File: src/rtl/manch_drift_pkg.sv
// Shared types for the Manchester drift compensator.
// Assumes: one transition classification per clock at most.
package manch_drift_pkg;
    typedef enum logic [1:0] {
        ZONE_NONE  = 2'd0,
        ZONE_EARLY = 2'd1,
        ZONE_LATE  = 2'd2,
        ZONE_STRAY = 2'd3
    } zone_e;
endpackage

File: src/rtl/manch_line_sync.sv
// Brings the asynchronous line into the clock domain and flags transitions.
// Assumes: the line idles high; a transition is reported for one cycle.
module manch_line_sync (
    input  logic clk_i,
    input  logic rst_ni,
    input  logic line_i,
    output logic lvl_o,
    output logic edge_o
);
    logic meta_q, lvl_q, prev_q;

    // Two-flop synchronizer plus one history flop for transition detection.
    always_ff @(posedge clk_i) begin
        if (!rst_ni) begin
            meta_q <= 1'b1;
            lvl_q  <= 1'b1;
            prev_q <= 1'b1;
        end else begin
            meta_q <= line_i;
            lvl_q  <= meta_q;
            prev_q <= lvl_q;
        end
    end

    assign lvl_o  = lvl_q;
    assign edge_o = lvl_q ^ prev_q;
endmodule

File: src/rtl/manch_edge_judge.sv
// Classifies a transition by its distance from the expected mid-bit count.
// Assumes: windows do not overlap and lie inside one period.
module manch_edge_judge
    import manch_drift_pkg::*;
#(
    parameter int CW        = 5,
    parameter int MID       = 8,
    parameter int JIT_TOL   = 1,
    parameter int EARLY_MIN = 2,
    parameter int EARLY_MAX = 4,
    parameter int LATE_MIN  = 2,
    parameter int LATE_MAX  = 3
) (
    input  logic          edge_i,
    input  logic [CW-1:0] phase_i,
    output zone_e         zone_o
);
    localparam int W = CW + 1;
    localparam logic signed [CW:0] MID_S  = W'(MID);
    localparam logic signed [CW:0] JIT_LO = W'(-JIT_TOL);
    localparam logic signed [CW:0] JIT_HI = W'(JIT_TOL);
    localparam logic signed [CW:0] ERL_LO = W'(-EARLY_MAX);
    localparam logic signed [CW:0] ERL_HI = W'(-EARLY_MIN);
    localparam logic signed [CW:0] LAT_LO = W'(LATE_MIN);
    localparam logic signed [CW:0] LAT_HI = W'(LATE_MAX);

    logic signed [CW:0] dev;

    // Signed deviation of the current count from the expected mid-bit count.
    always_comb begin
        dev = $signed({1'b0, phase_i}) - MID_S;
    end

    // Window decision for the current transition.
    always_comb begin
        if (!edge_i) begin
            zone_o = ZONE_NONE;
        end else if (dev >= JIT_LO && dev <= JIT_HI) begin
            zone_o = ZONE_NONE;
        end else if (dev >= ERL_LO && dev <= ERL_HI) begin
            zone_o = ZONE_EARLY;
        end else if (dev >= LAT_LO && dev <= LAT_HI) begin
            zone_o = ZONE_LATE;
        end else begin
            zone_o = ZONE_STRAY;
        end
    end
endmodule

File: src/rtl/manch_phase_ctr.sv
// Runs the per-bit phase count, applies at most one correction per period,
// and produces the sample strobe, recovered bit and report pulses.
// Assumes: SAMP is below the shortest period's last count.
module manch_phase_ctr
    import manch_drift_pkg::*;
#(
    parameter int OSR  = 16,
    parameter int CW   = 5,
    parameter int SAMP = 12
) (
    input  logic          clk_i,
    input  logic          rst_ni,
    input  logic          en_i,
    input  zone_e         zone_i,
    input  logic          lvl_i,
    output logic [CW-1:0] phase_o,
    output logic [CW-1:0] last_o,
    output logic          strb_o,
    output logic          bit_o,
    output logic          short_o,
    output logic          long_o,
    output logic          stray_o
);
    localparam logic [CW-1:0] NOM_LAST  = CW'(OSR - 1);
    localparam logic [CW-1:0] SHRT_LAST = CW'(OSR - 2);
    localparam logic [CW-1:0] LONG_LAST = CW'(OSR);
    localparam logic [CW-1:0] SAMP_C    = CW'(SAMP);

    logic [CW-1:0] phase_q, last_q;
    logic          done_q, wrap, take_early, take_late;

    // Correction requests gated by enable and the one-per-period rule.
    always_comb begin
        wrap       = (phase_q == last_q);
        take_early = en_i && !done_q && (zone_i == ZONE_EARLY);
        take_late  = en_i && !done_q && (zone_i == ZONE_LATE);
    end

    // Phase count and period length for the current bit.
    always_ff @(posedge clk_i) begin
        if (!rst_ni) begin
            phase_q <= '0;
            last_q  <= NOM_LAST;
            done_q  <= 1'b0;
        end else if (wrap) begin
            phase_q <= '0;
            last_q  <= NOM_LAST;
            done_q  <= 1'b0;
        end else begin
            phase_q <= phase_q + 1'b1;
            if (take_early) begin
                last_q <= SHRT_LAST;
                done_q <= 1'b1;
            end else if (take_late) begin
                last_q <= LONG_LAST;
                done_q <= 1'b1;
            end
        end
    end

    // Single-cycle report pulses.
    always_ff @(posedge clk_i) begin
        if (!rst_ni) begin
            short_o <= 1'b0;
            long_o  <= 1'b0;
            stray_o <= 1'b0;
        end else begin
            short_o <= take_early && !wrap;
            long_o  <= take_late && !wrap;
            stray_o <= en_i && (zone_i == ZONE_STRAY);
        end
    end

    // Quarter-bit-late sample strobe and recovered bit.
    always_ff @(posedge clk_i) begin
        if (!rst_ni) begin
            strb_o <= 1'b0;
            bit_o  <= 1'b0;
        end else begin
            strb_o <= (phase_q == SAMP_C);
            if (phase_q == SAMP_C) begin
                bit_o <= lvl_i;
            end
        end
    end

    assign phase_o = phase_q;
    assign last_o  = last_q;
endmodule

File: src/rtl/manch_drift_track.sv
// Top of the Manchester receive drift compensator: synchronizer, window
// judge and phase counter. Assumes 16x oversampling of the receive line.
module manch_drift_track #(
    parameter int OSR       = 16,
    parameter int JIT_TOL   = 1,
    parameter int EARLY_MIN = 2,
    parameter int EARLY_MAX = 4,
    parameter int LATE_MIN  = 2,
    parameter int LATE_MAX  = 3
) (
    input  logic clk_i,
    input  logic rst_ni,
    input  logic rxd_i,
    input  logic comp_en_i,
    output logic sample_strb_o,
    output logic bit_o,
    output logic shorten_o,
    output logic lengthen_o,
    output logic stray_o
);
    import manch_drift_pkg::*;

    localparam int CW   = $clog2(OSR + 2);
    localparam int MID  = OSR / 2;
    localparam int SAMP = MID + OSR / 4;

    logic          lvl_w, edge_w;
    logic [CW-1:0] phase_w, last_w;
    zone_e         zone_w;

    manch_line_sync u_sync (
        .clk_i  (clk_i),
        .rst_ni (rst_ni),
        .line_i (rxd_i),
        .lvl_o  (lvl_w),
        .edge_o (edge_w)
    );

    manch_edge_judge #(
        .CW(CW), .MID(MID), .JIT_TOL(JIT_TOL),
        .EARLY_MIN(EARLY_MIN), .EARLY_MAX(EARLY_MAX),
        .LATE_MIN(LATE_MIN), .LATE_MAX(LATE_MAX)
    ) u_judge (
        .edge_i  (edge_w),
        .phase_i (phase_w),
        .zone_o  (zone_w)
    );

    manch_phase_ctr #(
        .OSR(OSR), .CW(CW), .SAMP(SAMP)
    ) u_phase (
        .clk_i   (clk_i),
        .rst_ni  (rst_ni),
        .en_i    (comp_en_i),
        .zone_i  (zone_w),
        .lvl_i   (lvl_w),
        .phase_o (phase_w),
        .last_o  (last_w),
        .strb_o  (sample_strb_o),
        .bit_o   (bit_o),
        .short_o (shorten_o),
        .long_o  (lengthen_o),
        .stray_o (stray_o)
    );
endmodule

File: config.mk
export PLATFORM = sky130hd
export DESIGN_NAME = manch_drift_track
export DESIGN_NICKNAME = d
export VERILOG_FILES = /design/src/rtl/manch_drift_pkg.sv /design/src/rtl/manch_line_sync.sv /design/src/rtl/manch_edge_judge.sv /design/src/rtl/manch_phase_ctr.sv /design/src/rtl/manch_drift_track.sv
export SDC_FILE = /design/constraint.sdc
export NUM_CORES = 1
export LEC_CHECK = 0
export BUFFER_PORTS_ARGS = -buffer_cell sky130_fd_sc_hd__buf_2
export CORE_AREA = 2 2 46 59
export DETAILED_ROUTE_END_ITERATION = 16
export DIE_AREA = 0 0 48 61
export PLACE_DENSITY_LB_ADDON = 0.2
export SYNTH_ARGS = -nofsm -noshare
export SYNTH_HDL_FRONTEND = slang
export SYNTH_HIERARCHICAL = 1
export SYNTH_SLANG_ARGS = --single-unit
export TNS_END_PERCENT = 20
File: constraint.sdc
create_clock -name clk_i -period 2.1 [get_ports clk_i]
set_input_delay 0.105 -clock clk_i [delete_from_list [all_inputs] [get_ports clk_i]]
set_output_delay 0.105 -clock clk_i [all_outputs]
set_load 0.01 [all_outputs]
Word level (Yosys, flattened, before mapping)
Index checks and enable logic that the tools add are counted.

Bits in registers: 19. Input bits: 4. Output and inout port bits: 5. Word-level logic and storage cells: 49.

$add $sub $neg: 2. $lt $le $gt $ge: 6. Equality and inequality tests: 5. Muxes and demuxes: 8. Bitwise logic cells: 2. Reduce and logical (&&, ||, !) cells: 14.

Operators with widths (count): $ge 6x3->1 const B (2); $le 6x2->1 const B (2); $logic_and 1x1->1 (9); $ge 6x1->1 const B (1); $le 6x3->1 const B (1); $mux 2 (3); $sub 5x4->6 const B (1); $add 5x1->5 const B (1); $eq 5x4->1 const B (1); $eq 5x5->1 (1); $mux 1 (5); $eq 2x2->1 const B (2); $reduce_or 3->1 (1); $eq 2x1->1 const B (1); $logic_not 1->1 (2); $reduce_bool 2->1 (1); $reduce_or 2->1 (1); $not 1->1 (1); $xor 1x1->1 (1).

Logic depth before layout (Yosys ltp)
Gate-level depths: netlist (run 1).

Depth in word-level cells: 11. Depth in mapped cells: 8. Gate-level depth less buffers: 8.

Hierarchy
Netlist (run 1), hierarchy kept.

By module, submodules not included: manch_phase_ctr (times used 1, cells an instance 58, area an instance 584.3 µm²); manch_edge_judge (times used 1, cells an instance 17, area an instance 120.1 µm²); manch_line_sync (times used 1, cells an instance 7, area an instance 87.6 µm²).

Worst setup path after synthesis (run 1)
No wires, ideal clock.

Path type: reg2reg. From: reg u_phase.phase_q[3] (netlist: u_phase/phase_o[3]). To: reg u_phase.last_q[3] (netlist: u_phase/last_o[3]). Library setup time: 142 ps. Arrival: 2185 ps. Data required time: 1958 ps. Setup slack: -227 ps. Stages on the path, launching flop included: 9. Buffers on the path: 0. Period minus slack after synthesis: 2327 ps. Path through: dfxtp_1 inv_1 ha_1 and4bb_1 mux2i_1 a21oi_1 and4bb_2 nor2b_1 or4_2.

Elaborated cells on any way between the ends: 20. Classes of those cells: add/sub: 1; order compare: 6; eq/ne: 3; mux: 4; reduce/logical: 6.

RTL lines: start: declaration (line manch_phase_ctr.sv:29) `logic [CW-1:0] phase_q, last_q;`; start signal: assignment (line manch_phase_ctr.sv:50) `phase_q <= phase_q + 1'b1;`; $sub 5x4->6 (*) (line manch_edge_judge.sv:31) `dev = $signed({1'b0, phase_i}) - MID_S;`; $ge 6x3->1 or $le 6x2->1 (tied branches) (line manch_edge_judge.sv:40) `end else if (dev >= ERL_LO && dev <= ERL_HI) begin`; $logic_and 1x1->1 (line manch_edge_judge.sv:40); $mux 2 (line manch_edge_judge.sv:40); $mux 2 (*) (line manch_edge_judge.sv:38) `end else if (dev >= JIT_LO && dev <= JIT_HI) begin`; $mux 2 (*) (line manch_edge_judge.sv:36) `if (!edge_i) begin`; net zone_w[1] (line manch_drift_track.sv:29) `zone_e zone_w;`; $eq 2x1->1 (line manch_phase_ctr.sv:35) `take_early = en_i && !done_q && (zone_i == ZONE_EARLY);`; $logic_and 1x1->1 (line manch_phase_ctr.sv:35); $reduce_or 3->1 (no source line); end signal: assignment (line manch_phase_ctr.sv:43) `last_q <= NOM_LAST;`; end signal: assignment (line manch_phase_ctr.sv:47) `last_q <= NOM_LAST;`; end signal: assignment (line manch_phase_ctr.sv:52) `last_q <= SHRT_LAST;`; end: declaration (line manch_phase_ctr.sv:29).

The timed path passes the listed nets; every way through them passes the cells marked *. A chain may end at the register's enable or synchronous reset.

Worst setup path after layout (run 1)
From: reg u_phase.phase_q[3] (netlist: u_phase/phase_o[3]). To: reg u_phase.last_q[3] (netlist: u_phase/last_o[3]).

Cells in the longest elaborated chain, start to end: 10. Elaborated cells on any way between the ends: 20. Classes of those cells: add/sub: 1; order compare: 6; eq/ne: 3; mux: 4; reduce/logical: 6.

RTL lines: $sub 5x4->6 (*) (line manch_edge_judge.sv:31); $ge 6x3->1 or $le 6x3->1 (tied branches) (line manch_edge_judge.sv:42) `end else if (dev >= LAT_LO && dev <= LAT_HI) begin`; $logic_and 1x1->1 (line manch_edge_judge.sv:42); $mux 1 (line manch_edge_judge.sv:42); $mux 2 (line manch_edge_judge.sv:40); $mux 2 (*) (line manch_edge_judge.sv:38); $mux 2 (*) (line manch_edge_judge.sv:36); net zone_w[0] (line manch_drift_track.sv:29); $eq 2x1->1 (line manch_phase_ctr.sv:35); $logic_and 1x1->1 (line manch_phase_ctr.sv:35); $reduce_or 3->1 (no source line).

Marks and branches as above.

==> results of run 1 <==
-- layout make-up --
type / instances / area, um2 / area share [%]
well taps: 33 / 41.29 / 4.167
repair buffers: 18 / 117.6 / 11.87
inverters: 5 / 21.27 / 2.146
clock buffers: 4 / 26.28 / 2.652
multi-input cells: 57 / 439.2 / 44.32
flip-flops and latches: 17 / 345.3 / 34.85
-- power by group --
group / switching (uW) / leakage (uW) / internal [uW] / total [uW]
Clock: 97.7 / 0.0000150 / 73.7 / 171
Sequential: 10.8 / 0.000140 / 336 / 347
Combinational: 44.5 / 0.000257 / 45.2 / 89.7
-- worst max path at each step --
stage                        endpoint  slack [ps]  depth (start not counted)
finish              u_phase/last_o[3]          -9                          8
global route        u_phase/last_o[3]        -100                          8
CTS                 u_phase/last_o[3]         -30                          8
detailed placement  u_phase/last_o[3]         -40                          8
global placement    u_phase/last_o[3]         0.1                          8
floorplan           u_phase/last_o[3]         -10                          8
-- cell usage in the layout (no fill, tap or decap), types with 3 or more instances in the layout --
cell type and count:
buf_4 9, dfxtp_1 15, xor2_1 6, ha_1 3, nor2_1 6, buf_2 8
nand2_1 5, clkbuf_4 3, nand2b_1 4, nor3_1 5
-- per-layer routing --
layer  routed length [um]  up-vias  global-route usage [%]
met5                    0        -                       0
met2                  769        4                   20.38
li1                     -      324                       -
met1                  677      281                   14.68
met4                   17        0                   8.108
met3                   24        2                   2.679
-- per-stage QoR --
step	hold slack [ps]	utilization, %	std cells	total power (uW)
3_3_place_gp	289.3	39.26	127	437.0
5_1_grt	57.26	41.68	134	647.3
3_5_place_dp	290.5	39.26	127	439.4
2_1_floorplan	178.0	-	80	408.7
6_report	67.48	41.68	134	608.4
4_1_cts	57.47	41.42	134	618.7
-- registers in the layout, indices dropped and copies added, names as in the netlist --
signal	count
u_sync/lvl_o	1
u_phase/long_o	1
u_sync/meta_q	1
u_phase/last_o	3
u_phase/bit_o	1
u_sync/prev_q	1
u_phase/phase_o	5
u_phase/done_q	1
u_phase/stray_o	1
u_phase/strb_o	1
u_phase/short_o	1
-- timing repair --
item,CTS,global route
hold buffers,1,0
hold endpoints to repair,1,0
gates resized for setup,0,1
endpoints found under the setup margin,1,4
buffers inserted,2,0
pin swaps,3,2
-- worst max-delay path, delay by kind of cell, from the launching register on --
family	cells	cell delay, ps
buf+inv	1	40
mux	1	280
compound gates	1	100
flops	1	370
simple gates	4	980
fa+ha+maj	1	250
==> impl_metrics.ini, run 1 <==
[setup_path]
worst_path_max_delay_cell = or4_4
start_kind = flop
rr_worst_depth = 8
path_class = flop to flop
endpoint_kind = flop
cp_max_fo = 3
cp-startpoint = u_phase/phase_o[3]
reg2reg_from = u_phase/phase_o[3]
crit_chain = inv_4 > ha_4 > and4bb_1 > mux2i_2 > a21oi_2 > and4bb_2 > nor2b_1 > or4_4
r2r_slack_ps = -9
cpPeakStageDelay_ps = 400
crit_required_ps = 2270
arrival_ps = 2280
reg2reg_to = u_phase/last_o[3]

[timing]
fmax_ghz = 0.4743
fin_crit_sh_pct = 100.4
setup_ws_ps = -8.561
finClkSkew_ps = 0.9827
fin_crit_ps = 2109
hold_viol = 0
timing.setup.tns_ps = -8.561
worstMarginPinSlew_ps = 428.9
rsz0062_at_grt = true
setup_viol = 1
slew_violations = 0
slew_headroom_pct = 70.99

[hold_path]
hold_end = u_sync/meta_q
hp-class = input pin to flop
hold_path_startpoint = rst_ni
hold-path-cell-count = 2

[route]
routed-via-count = 611
via_per_inst = 4.560
drc = 0
wirelength_um = 1489
drt-pass1-iter-count = 3
postRouteAntennaNets = 0
drt_iter0_drc = 7
wl_per_cell_um = 11.11

[grt]
grt_pass1_vias = 588
grt_max_degree = 12
track_usage_pct = 12.65
overflow = 0
grt_pass1_wl_um = 2490
antenna_found_initial = 0

[placement]
place_congestion = 0.7671
place_area_um2 = 933.4
dp_hpwl_um = 1165
io_buffers = 8
place_ws_ps = -41.55

[clocking]
cts_tree = yes
cts.sinks = 17
h-tree-depth = 1
clk_latency_ps = 280
numCtsBuffers = 3
clk_path_buf_depth = 2
clk_pin_slew_ps = 90
root_buffer = clkbuf_4

[die]
die_x_um = 48
io_pins = 9
dieArea_mm2 = 0.002928
row_count = 20
die_h_um = 61
coreArea_mm2 = 0.002377
start_util_pct = 32.68

[yosys]
syn_nets = 88
syn_area_um2 = 777.0
syn_area_per_cell_um2 = 9.712
synth_warnings = 6
netlist_instances = 80

[pwr]
p_per_area_mw_per_mm2 = 613.9
cellLeakagePower_uw = 0.0004125
irDropWorstVdd_v = 0.0003207

[job]
drv_cap = 0

[finish]
nFillCells = 241
diodes = 0
final_net_count = 110
final_area_um2 = 991.0
area_delta_synth_final_pct = 27.54
drive_gt1_share_pct = 32.67

[run_status]
status = complete, but fails checks
violations = negative setup slack
No activity file was read; power rests on OpenSTA's default activity.
==> inputs of run 2 (changes only) <==
PLACE_DENSITY = 0.62   (was unset)
PLACE_DENSITY_LB_ADDON = unset   (was 0.2)
RECOVER_POWER = 100   (was unset)
==> impl_metrics.ini, run 2 (synthesis gave the netlist of run 1 again) <==
[run_status]
status = complete, but fails checks
violations = negative setup slack

[route]
drt-pass1-iter-count = 4
wl_per_cell_um = 11.73
wirelength_um = 1583
postRouteAntennaNets = 0
via_per_inst = 4.644
routed-via-count = 627
drc = 0
drt_iter0_drc = 5

[placement]
place_ws_ps = -46.20
io_buffers = 8
dp_hpwl_um = 1098
place_area_um2 = 940.9
place_congestion = 0.7864

[setup_path]
endpoint_kind = flop
path_class = flop to flop
cp_max_fo = 4
crit_required_ps = 2270
crit_chain = inv_4 > ha_4 > and4bb_1 > mux2i_2 > a21oi_2 > and4bb_2 > nor2b_1 > or4_4
arrival_ps = 2320
cpPeakStageDelay_ps = 400
cp.buffers_inverters = 1
worst_path_max_delay_cell = or4_4
crit_family = simple AND/OR/NAND/NOR gates
start_kind = flop

[pwr]
combPwrFrac_pct = 15.2
swShare_pct = 26.11
p_per_area_mw_per_mm2 = 608.3
pwr-share-seq_pct = 56.7
power_uw = 612.7
pwr-share-clk_pct = 28.0
cellLeakagePower_uw = 0.0003946
irDropWorstVdd_v = 0.0002585
p_int_uw = 452.8
power_switching_uw = 160.0

[timing]
rsz0062_at_grt = true
fin_crit_ps = 2148
fin_crit_sh_pct = 102.3
finClkSkew_ps = 3.598
slew_headroom_pct = 74.91
hold_viol = 0
slew_violations = 0
setup_viol = 1
whs_ps = 75.79
setup_ws_ps = -48.15
fmax_ghz = 0.4655
worstMarginPinSlew_ps = 371.1

[die]
row_count = 20
io_pins = 9
die_x_um = 48
start_util_pct = 32.68
dieArea_mm2 = 0.002928
die_h_um = 61
coreArea_mm2 = 0.002377

[finish]
final_net_count = 111
diodes = 0
nFillCells = 242
final_area_mm2 = 0.001007
final_common_cell = dfxtp_1
drive_gt1_share_pct = 29.41
largest_reg_flops = 5
layout_common_cells = dfxtp_1 (15), buf_4 (9), clkbuf_1 (6), nor2_1 (6)
area_delta_synth_final_pct = 29.63

[clocking]
cts_tree = yes
clk_path_buf_depth = 2
clk_latency_ps = 290
h-tree-depth = 1
clk_pin_slew_ps = 100
numCtsBuffers = 3
cts.sinks = 17
root_buffer = clkbuf_4

[grt]
grt_pass1_wl_um = 2753
grt_max_degree = 12
track_usage_pct = 13.58
grt_pass1_vias = 645
antenna_found_initial = 0
overflow = 0

[job]
drv_cap = 0

[hold_path]
hp-class = input pin to flop
[run 2: changes by cell type in the layout (fill, tap and decap cells not counted), sizes merged]
cell    change
buf         -5
clkbuf      +5
clkinv      +1
[run 2: layout make-up]
type                            count  area [um2]  share of cell area, %
Multi-Input combinational cell     57       456.7                  45.34
Tap cell                           33       41.29                  4.099
Timing Repair Buffer               19       115.1                  11.43
Clock inverter                      1       5.005                 0.4969
Sequential cell                    17       345.3                  34.29
Clock buffer                        3       22.52                  2.236
Inverter                            5       21.27                  2.112
[run 2: layer usage]
layer	part of all wire [%]	vias up	routed length, um	global-route usage, %
met5	0	-	0	0
met4	1.7	0	27	9.266
met3	0.32	2	5	0.8929
met2	51	2	804	22.10
met1	47	300	745	16.48
li1	-	323	-	-
[run 2: worst register-to-register path: cells and delay by family, from the launching register on]
family	cells	cell delay (ps)
AND/OR/NAND/NOR	4	990
flip-flops	1	370
multiplexers	1	260
adder cells (fa/ha/maj)	1	250
AO/OA/AOI/OAI	1	120
buffers and inverters	1	40
[run 2: power by group through the flow]
stage                     logic (uW)  registers [uW]  clock network (uW)
after global placement          83.9             354                   0
after floorplan                 50.3             358                   0
after global routing             103             351                 195
after CTS                       89.9             347                 180
after detailed placement        86.1             354                   0
final                           93.2             348                 172
[run 2: final timing paths]
check                     startpoint           endpoint  slack, ps  depth (start not counted)
setup reg to reg  u_phase/phase_o[3]  u_phase/last_o[3]        -50                          8
hold / removal                rst_ni      u_sync/prev_q         80                          2
hold reg to reg        u_sync/meta_q       u_sync/lvl_o        420                          1
setup / recovery  u_phase/phase_o[3]  u_phase/last_o[3]        -50                          8
[run 2: through the flow]
step / setup TNS, ps / cells / util, %
floorplan: -9.586 / 80 / -
global placement: 0 / 128 / 39.58
detailed placement: -46.20 / 128 / 39.58
CTS: -43.11 / 134 / 41.79
global route: -351.3 / 135 / 42.37
finish: -48.15 / 135 / 42.37
[run 2: timing repair]
item,4_1_cts,5_1_grt
hold endpoints to repair,1,0
setup endpoints to repair,1,4
hold buffers,1,0
setup buffers,1,1
gates resized for setup,1,3
pin swaps,1,2
